===== config.mk =====
export PLATFORM = sky130hd
export DESIGN_NAME = uart_irq_ident
export DESIGN_NICKNAME = d
export VERILOG_FILES = /design/src/rtl/uirq_pkg.sv /design/src/rtl/uirq_thre_flag.sv /design/src/rtl/uirq_sources.sv /design/src/rtl/uirq_prio.sv /design/src/rtl/uart_irq_ident.sv
export SDC_FILE = /design/constraint.sdc
export NUM_CORES = 1
export LEC_CHECK = 0
export ABC_AREA = 1
export CORE_AREA = 4 4 41 43
export CTS_CLUSTER_SIZE = 28
export DETAILED_ROUTE_END_ITERATION = 10
export DIE_AREA = 0 0 45 47
export GPL_TIMING_DRIVEN = 0
export PLACE_DENSITY = 0.78
export SYNTH_ARGS = -nofsm -noshare
export SYNTH_HDL_FRONTEND = slang
export SYNTH_SLANG_ARGS = --single-unit

===== constraint.sdc =====
create_clock -name clk -period 1.9 [get_ports clk]
set_input_delay 0.19 -clock clk [delete_from_list [all_inputs] [get_ports clk]]
set_output_delay 0.19 -clock clk [all_outputs]
set_load 0.05 [all_outputs]

===== src/rtl/uirq_pkg.sv =====
package uirq_pkg;
  localparam int NUM_SRC = 5;

  // Source index order equals priority order, index 0 highest
  localparam int SRC_LINE = 0;
  localparam int SRC_TMO  = 1;
  localparam int SRC_RXD  = 2;
  localparam int SRC_THRE = 3;
  localparam int SRC_MDM  = 4;

  // Enable bit positions
  localparam int EN_RXD  = 0;
  localparam int EN_THRE = 1;
  localparam int EN_LINE = 2;
  localparam int EN_MDM  = 3;

  localparam logic [3:0] CODE_NONE = 4'h1;
  localparam logic [3:0] CODE_LINE = 4'h6;
  localparam logic [3:0] CODE_TMO  = 4'hC;
  localparam logic [3:0] CODE_RXD  = 4'h4;
  localparam logic [3:0] CODE_THRE = 4'h2;
  localparam logic [3:0] CODE_MDM  = 4'h0;

  function automatic logic [3:0] src_code(input int idx);
    case (idx)
      SRC_LINE: src_code = CODE_LINE;
      SRC_TMO:  src_code = CODE_TMO;
      SRC_RXD:  src_code = CODE_RXD;
      SRC_THRE: src_code = CODE_THRE;
      default:  src_code = CODE_MDM;
    endcase
  endfunction
endpackage


===== src/rtl/uirq_thre_flag.sv =====
module uirq_thre_flag (
  input  logic clk,
  input  logic rst_n,
  input  logic iir_rd,
  input  logic ier_wr,
  input  logic thr_empty,
  input  logic tx_drain,
  input  logic thr_wr,
  output logic pend
);
  logic set_evt, clr_evt, pend_nxt;

  always_comb begin
    set_evt  = tx_drain | (ier_wr & thr_empty);
    clr_evt  = iir_rd | thr_wr;
    pend_nxt = pend;
    if (clr_evt) pend_nxt = 1'b0;
    if (set_evt) pend_nxt = 1'b1;
  end

  always_ff @(posedge clk or negedge rst_n) begin
    if (!rst_n)                  pend <= 1'b0;
    else if (set_evt | clr_evt)  pend <= pend_nxt;
  end


  rd_clear_chk: assert property (@(posedge clk) disable iff (!rst_n)
    (iir_rd && !tx_drain && !(ier_wr && thr_empty)) |=> !pend);


  rearm_chk: assert property (@(posedge clk) disable iff (!rst_n)
    (ier_wr && thr_empty) |=> pend);


  drain_set_chk: assert property (@(posedge clk) disable iff (!rst_n)
    tx_drain |=> pend);


  hold_chk: assert property (@(posedge clk) disable iff (!rst_n)
    (!iir_rd && !ier_wr && !thr_wr && !tx_drain) |=> $stable(pend));
endmodule


===== src/rtl/uirq_sources.sv =====
module uirq_sources
  import uirq_pkg::*;
#(
  parameter int CNT_W = 5
) (
  input  logic [3:0]         int_en,
  input  logic [4:0]         lsr_lo,
  input  logic [CNT_W-1:0]   rx_count,
  input  logic [CNT_W-1:0]   rx_trig,
  input  logic               fifo_on,
  input  logic               tmo_pend,
  input  logic               thre_pend,
  input  logic [3:0]         modem_delta,
  output logic [NUM_SRC-1:0] src_act
);
  logic rx_level_ok;

  always_comb begin
    rx_level_ok        = !fifo_on || (rx_count >= rx_trig);
    src_act            = '0;
    src_act[SRC_LINE]  = int_en[EN_LINE] && (|lsr_lo[4:1]);
    src_act[SRC_TMO]   = tmo_pend;
    src_act[SRC_RXD]   = int_en[EN_RXD] && lsr_lo[0] && rx_level_ok;
    src_act[SRC_THRE]  = int_en[EN_THRE] && thre_pend;
    src_act[SRC_MDM]   = int_en[EN_MDM] && (|modem_delta);
  end
endmodule


===== src/rtl/uirq_prio.sv =====
module uirq_prio
  import uirq_pkg::*;
#(
  parameter int N = NUM_SRC
) (
  input  logic [N-1:0] src_act,
  output logic [3:0]   code
);
  always_comb begin
    code = CODE_NONE;
    for (int i = N - 1; i >= 0; i--) begin
      if (src_act[i]) code = src_code(i);
    end
  end
endmodule


===== src/rtl/uart_irq_ident.sv =====
module uart_irq_ident
  import uirq_pkg::*;
#(
  parameter  int FIFO_DEPTH = 16,
  localparam int CNT_W      = $clog2(FIFO_DEPTH + 1)
) (
  input  logic             clk,
  input  logic             rst_n,
  input  logic [3:0]       int_en,
  input  logic [5:0]       line_stat,
  input  logic [CNT_W-1:0] rx_count,
  input  logic [CNT_W-1:0] rx_trig,
  input  logic             fifo_on,
  input  logic             tmo_pend,
  input  logic [3:0]       modem_delta,
  input  logic             out_en,
  input  logic             iir_rd,
  input  logic             ier_wr,
  input  logic             thr_wr,
  input  logic             tx_drain,
  output logic [7:0]       id_byte,
  output logic             irq
);
  logic               thre_pend;
  logic [NUM_SRC-1:0] src_act;
  logic [3:0]         code;

  uirq_thre_flag u_flag (
    .clk       (clk),
    .rst_n     (rst_n),
    .iir_rd    (iir_rd),
    .ier_wr    (ier_wr),
    .thr_empty (line_stat[5]),
    .tx_drain  (tx_drain),
    .thr_wr    (thr_wr),
    .pend      (thre_pend)
  );

  uirq_sources #(.CNT_W(CNT_W)) u_src (
    .int_en      (int_en),
    .lsr_lo      (line_stat[4:0]),
    .rx_count    (rx_count),
    .rx_trig     (rx_trig),
    .fifo_on     (fifo_on),
    .tmo_pend    (tmo_pend),
    .thre_pend   (thre_pend),
    .modem_delta (modem_delta),
    .src_act     (src_act)
  );

  uirq_prio #(.N(NUM_SRC)) u_prio (
    .src_act (src_act),
    .code    (code)
  );

  always_comb begin
    id_byte = {{2{fifo_on}}, 2'b00, code};
    irq     = out_en & ~code[0];
  end


  line_first_chk: assert property (@(posedge clk) disable iff (!rst_n)
    src_act[SRC_LINE] |-> (id_byte[3:0] == CODE_LINE));


  tmo_over_rx_chk: assert property (@(posedge clk) disable iff (!rst_n)
    (!src_act[SRC_LINE] && src_act[SRC_TMO]) |-> (id_byte[3:0] == CODE_TMO));


  idle_code_chk: assert property (@(posedge clk) disable iff (!rst_n)
    (src_act == '0) |-> (id_byte[3:0] == CODE_NONE));


  irq_needs_src_chk: assert property (@(posedge clk) disable iff (!rst_n)
    irq |-> (src_act != '0));
endmodule


==> qor.csv, run 1 <==
stage,metric,value,unit
logic_synthesis,ys.warnings.count,0,
worst_setup_path,path_class,in -> out,
job,maxCapViolations,0,
finish,area_delta_synth_final,145,%
floorplan,design.core.area,1300,um2
run_status,status,completed,
floorplan,row_count,13,
grt,grt_usage,8.68,%
finish,drive_above_1_share,26.3,%
floorplan,io_pins,42,
timing,fin_crit,1.83,ns
logic_synthesis,netlist_area,325,um2
finish,reg_top3,u_flag.pend x1,
timing,whs,0.339,ns
routing,drt.antenna.violating_nets,0,
finish,diodes,0,
power,peakVddDrop,0.183,mV
worst_setup_path,reg2reg_depth,1,
cts,clock_latency,0,ns
routing,finalWirelength,998,um
grt,grt_overflow_total,0,
logic_synthesis,synthDistinctLibCells,17,
routing,routed-wl-met3,172,um
routing,wl_met2,484,um
timing,rsz0062_at_grt,false,
routing,wl_met1,340,um
finish,nets,135,
worst_setup_path,critPathSlowestCell,clkdlybuf4s15_1,
place,port_buffers,39,
timing,setup_viol,0,
finish,max_flop_register,u_flag.pend,
worst_setup_path,path_cells,"clkdlybuf4s50_1, nor2_1, nand2_1, o21ai_4, inv_1, nor2_1, clkdlybuf4s15_1",
cts,path_clk_slew,0,ns
power,power_density,269,nW/um2
timing,post-route-period-util,96.4,%
logic_synthesis,netlist_instances,54,
routing,drtIter0Drc,3,
floorplan,fp.dieW,45,um
worst_setup_path,crit_path_end_kind,output port,
routing,drc,0,
finish,fin_util,61.3,%
worst_setup_path,slowest_delay,0.51,ns
worst_setup_path,critical_path_required,1.71,ns
timing,fmax,546,MHz
grt,grt_pass1_vias,405,
worst_hold_path,hp-class,in -> async,
worst_setup_path,cp_max_fo,4,
floorplan,initial_core_util,25.0,%
routing,drt_first_pass_iters,2,
grt,grt_pass1_wl,1430,um
timing,finClkSkew,0,ns
worst_setup_path,crit_arrival,1.64,ns
finish,n_fill_cell,123,
power,total_leakage_power,0.000428,uW
logic_synthesis,synth-seq-cells,1,
routing,highest_layer,met3,
routing,vias_per_cell,4.12,
place,hpwlAfterDp,835,um
floorplan,dieHeight,47,um
routing,wire_per_inst,9.07,um
place,gp_congestion,0.647,
logic_synthesis,yosysSeqAreaShare,7.69,%
grt,antenna_found_initial,0,
timing,finalHoldViolCount,0,
floorplan,die_area,2120,um2
timing,slew_violations,0,
routing,vias,453,
grt,grt_max_degree,5,
finish,largest_register_ffs,1,
worst_setup_path,r2r_setup_slack,1.09,ns
worst_setup_path,crit_path_frequent_cell,nor2_1,
cts,ctsHoldBuffers,0,
worst_setup_path,startpoint_type,primary input,
logic_synthesis,syn_avg_cell_area,6.02,um2
-- worst paths after layout --
kind | from | end
worst max-delay path | line_stat[3] | id_byte[3]
worst min-delay path | rst_n | u_flag.pend$_DFFE_PN0P_
worst max register to register | u_flag.pend$_DFFE_PN0P_ | u_flag.pend$_DFFE_PN0P_
worst min register to register | u_flag.pend$_DFFE_PN0P_ | u_flag.pend$_DFFE_PN0P_
max in group asynchronous | rst_n | u_flag.pend$_DFFE_PN0P_
min in group clk | u_flag.pend$_DFFE_PN0P_ | u_flag.pend$_DFFE_PN0P_
-- placed cells by master (no fill, tap or decap), types with 2 or more instances in the layout --
cell type,synthesis,layout
buf_4,4,5
buf_8,0,2
clkdlybuf4s50_1,0,25
conb_1,1,2
dlygate4sd2_1,0,5
dlymetal6s2s_1,0,4
ha_1,5,3
ha_4,0,2
inv_1,12,8
inv_2,3,7
nand2_1,14,11
nand2_2,1,4
nor2_1,5,5
-- logic make-up after synthesis --
family                   Yosys count  synth area share [%]
AO/OA/AOI/OAI                      6                  16.2
other                              1                  1.15
AND/OR/NAND/NOR                   22                  29.2
buffers and inverters             19                  26.5
adder cells (fa/ha/maj)            5                  19.2
flip-flops                         1                  7.69
-- synth_stat cells (all sizes together) --
library cell	n	area, um2
a21boi	1	7.51
nand3	1	5.00
inv	15	56.3
a21oi	2	13.8
dfrtp	1	25.0
ha	5	62.6
a221o	1	10.0
nor2	5	18.8
nand4	1	12.5
conb	1	3.75
o21ai	2	21.3
nand2	15	58.8
buf	4	30.0
-- worst max-delay path, delay by kind of cell --
family | cells | cell delay [ns]
AND/OR/NAND/NOR | 3 | 0.28
buffers and inverters | 3 | 0.96
AO/OA/AOI/OAI | 1 | 0.20
-- what timing repair did --
action                     4_1_cts  5_1_grt
setup endpoints to repair        5        5
setup buffers                    1        0
hold endpoints to repair         0        0
gates resized for setup         33       16
pin swaps                        7        6
-- per-stage QoR --
step                setup TNS (ns)  total power, uW  instance area, um2  worst slack, ns  instances
detailed placement           -2.54              204                 738           -0.631        109
floorplan                        0              113                 329            0.127         55
finish                           0              214                 797           0.0687        110
CTS                              0              210                 773          0.00127        110
global placement             -2.42              201                 738           -0.607        109
global route                     0              229                 797           0.0107        110
-- cell type report --
type,instances,area [um2],share of cell area (%)
plain buffers,4,30.0,3.77
inverters,15,56.3,7.06
multi-input cells,35,259,32.5
flip-flops and latches,1,25.0,3.14
well taps,15,18.8,2.35
repair buffers,40,408,51.2
-- layer usage --
metal | vias to the layer above | global-route usage (%)
met5 | - | 0
met1 | 180 | 9.73
met4 | 0 | 0
li1 | 239 | -
met3 | 0 | 2.30
met2 | 34 | 17.2
-- power by group --
part	switching [uW]	internal, uW
Combinational	90.9	99.5
Sequential	0.828	23.2
Clock	0	0
Note: power is estimated with default switching activity, not from simulation.
==> inputs of run 2 (changes only) <==
Settings changed: SKIP_LAST_GASP set to 1.
==> qor.csv, run 2 (synthesized netlist as in run 1, its figures left out) <==
stage,metric,value,unit,change
finish,max_flop_register,u_flag.pend,,
worst_setup_path,cp_max_fo,4,,unchanged
power,peakVddDrop,0.182,mV,-0.29%
finish,layout_common_cells,"clkdlybuf4s50_1, nand2_1, inv_1",,
timing,slew_violations,0,,unchanged
floorplan,row_count,13,,unchanged
routing,drtIter0Drc,1,,-2
timing,fmax,546,MHz,about the same
worst_setup_path,startpoint,line_stat[3],,
worst_setup_path,reg2reg_from,u_flag.pend$_DFFE_PN0P_,,
worst_setup_path,slowest_delay,0.51,ns,about the same
place,hpwlAfterDp,835,um,unchanged
worst_setup_path,crit_arrival,1.64,ns,about the same
timing,setup_viol,0,,unchanged
power,total_leakage_power,0.000428,uW,about the same
worst_setup_path,crit_path_end_kind,output port,,
grt,grt_overflow_total,0,,unchanged
routing,finalWirelength,996,um,-0.20%
routing,vias,453,,unchanged
place,pre_cts_slack,-0.631,ns,unchanged
place,gp_congestion,0.647,,unchanged
routing,drt.antenna.violating_nets,0,,unchanged
power,power_density,269,nW/um2,about the same
routing,vias_per_cell,4.12,,unchanged
timing,finClkSkew,0,ns,unchanged
worst_setup_path,path_class,in -> out,,
grt,grt_pass1_wl,1440,um,+0.49%
worst_setup_path,startpoint_type,primary input,,
worst_setup_path,critical_path_required,1.71,ns,about the same
timing,worst_slack,0.0683,ns,-0.000467 ns
routing,drt_first_pass_iters,2,,unchanged
worst_setup_path,critPathSlowestCell,clkdlybuf4s15_1,,
timing,finalHoldViolCount,0,,unchanged
finish,diodes,0,,unchanged
timing,fin_tns_setup,0,ns,unchanged
finish,multi_input_area,259,um2,unchanged
finish,layout_commonest_cell,clkdlybuf4s50_1,,
worst_setup_path,path_cells,"clkdlybuf4s50_1, nor2_1, nand2_1, o21ai_4, inv_1, nor2_1, clkdlybuf4s15_1",,
finish,fin_util,60.7,%,-0.58 points
cts,path_clk_slew,0,ns,unchanged
worst_setup_path,cp_top_family,buffers and inverters,,
timing,post-route-period-util,96.4,%,about the same
place,port_buffers,39,,unchanged
run_status,status,completed,,
worst_hold_path,hp-class,in -> async,,
floorplan,fp.dieW,45,um,unchanged
worst_setup_path,crit_path_frequent_cell,nor2_1,,
finish,area_delta_synth_final,143,%,
job,maxCapViolations,0,,unchanged
worst_setup_path,critical_path_buf_inv_count,3,,unchanged
finish,nets,135,,unchanged
routing,drc,0,,unchanged
floorplan,design.core.area,1300,um2,unchanged
floorplan,dieHeight,47,um,unchanged
finish,reg_top3,u_flag.pend x1,,
timing,whs,0.339,ns,unchanged
floorplan,die_area,2120,um2,unchanged
finish,regArea,25.0,um2,unchanged
floorplan,initial_core_util,25.0,%,unchanged
timing,fin_crit,1.83,ns,+0.000467 ns
timing,rsz0062_at_grt,false,,
power,p_total,212,uW,-0.95%
cts,clock_latency,0,ns,unchanged
finish,largest_register_ffs,1,,unchanged
grt,grt_pass1_vias,405,,unchanged
grt,antenna_found_initial,0,,unchanged
finish,n_fill_cell,123,,unchanged
routing,wire_per_inst,9.05,um,-0.20%
floorplan,io_pins,42,,unchanged
finish,drive_above_1_share,25.3,%,-1.1 points
grt,grt_max_degree,5,,unchanged
grt,grt_usage,8.75,%,+0.079 points
[run 2: cell types whose count changed in the layout (fill, tap and decap cells not counted), sizes merged]
cell / change
clkbuf: +1
buf: -1
[run 2: worst paths after layout]
| kind | to | slack (ns) | cells past startpoint |
|---|---|---|---|
| hold reg to reg | u_flag.pend$_DFFE_PN0P_ | 0.52 | 1 |
| hold / removal | u_flag.pend$_DFFE_PN0P_ | 0.34 | 1 |
| min in group clk | u_flag.pend$_DFFE_PN0P_ | 0.52 | 1 |
| max in group asynchronous | u_flag.pend$_DFFE_PN0P_ | 1.46 | 1 |
| setup / recovery | id_byte[3] | 0.07 | 7 |
| setup reg to reg | u_flag.pend$_DFFE_PN0P_ | 1.09 | 1 |
[run 2: where the power goes]
part	total (uW)	internal (uW)	switching (uW)
Sequential	24.1	23.2	0.828
Clock	0	0	0
Combinational	188	98.0	90.3
[run 2: metal layers]
layer | part of all wire (%) | global-route usage [%] | routed length (um)
met1 | 33 | 9.50 | 330
met5 | 0 | 0 | 0
met4 | 0 | 0 | 0
met3 | 18 | 3.07 | 181
met2 | 49 | 17.2 | 484
[run 2: layout make-up]
| type | count | share of cell area [%] |
|---|---|---|
| inverter | 15 | 7.13 |
| multi-input combinational | 35 | 32.8 |
| timing repair buffer | 40 | 50.7 |
| sequential | 1 | 3.17 |
| buffer | 4 | 3.80 |
| tap | 15 | 2.38 |
[run 2: stage by stage]
stage / cells / instance area [um2]
final: 110 / 790
after global routing: 110 / 790
after CTS: 110 / 777
after detailed placement: 109 / 738
after global placement: 109 / 738
after floorplan: 55 / 329
[run 2: repair_timing]
item | 4_1_cts | 5_1_grt
gates cloned | 0 | 0
hold buffers | 0 | 0
pin swaps | 7 | 6
hold endpoints to repair | 0 | 0
setup endpoints to repair | 5 | 5
setup buffers | 1 | 0
gates resized for setup | 30 | 16
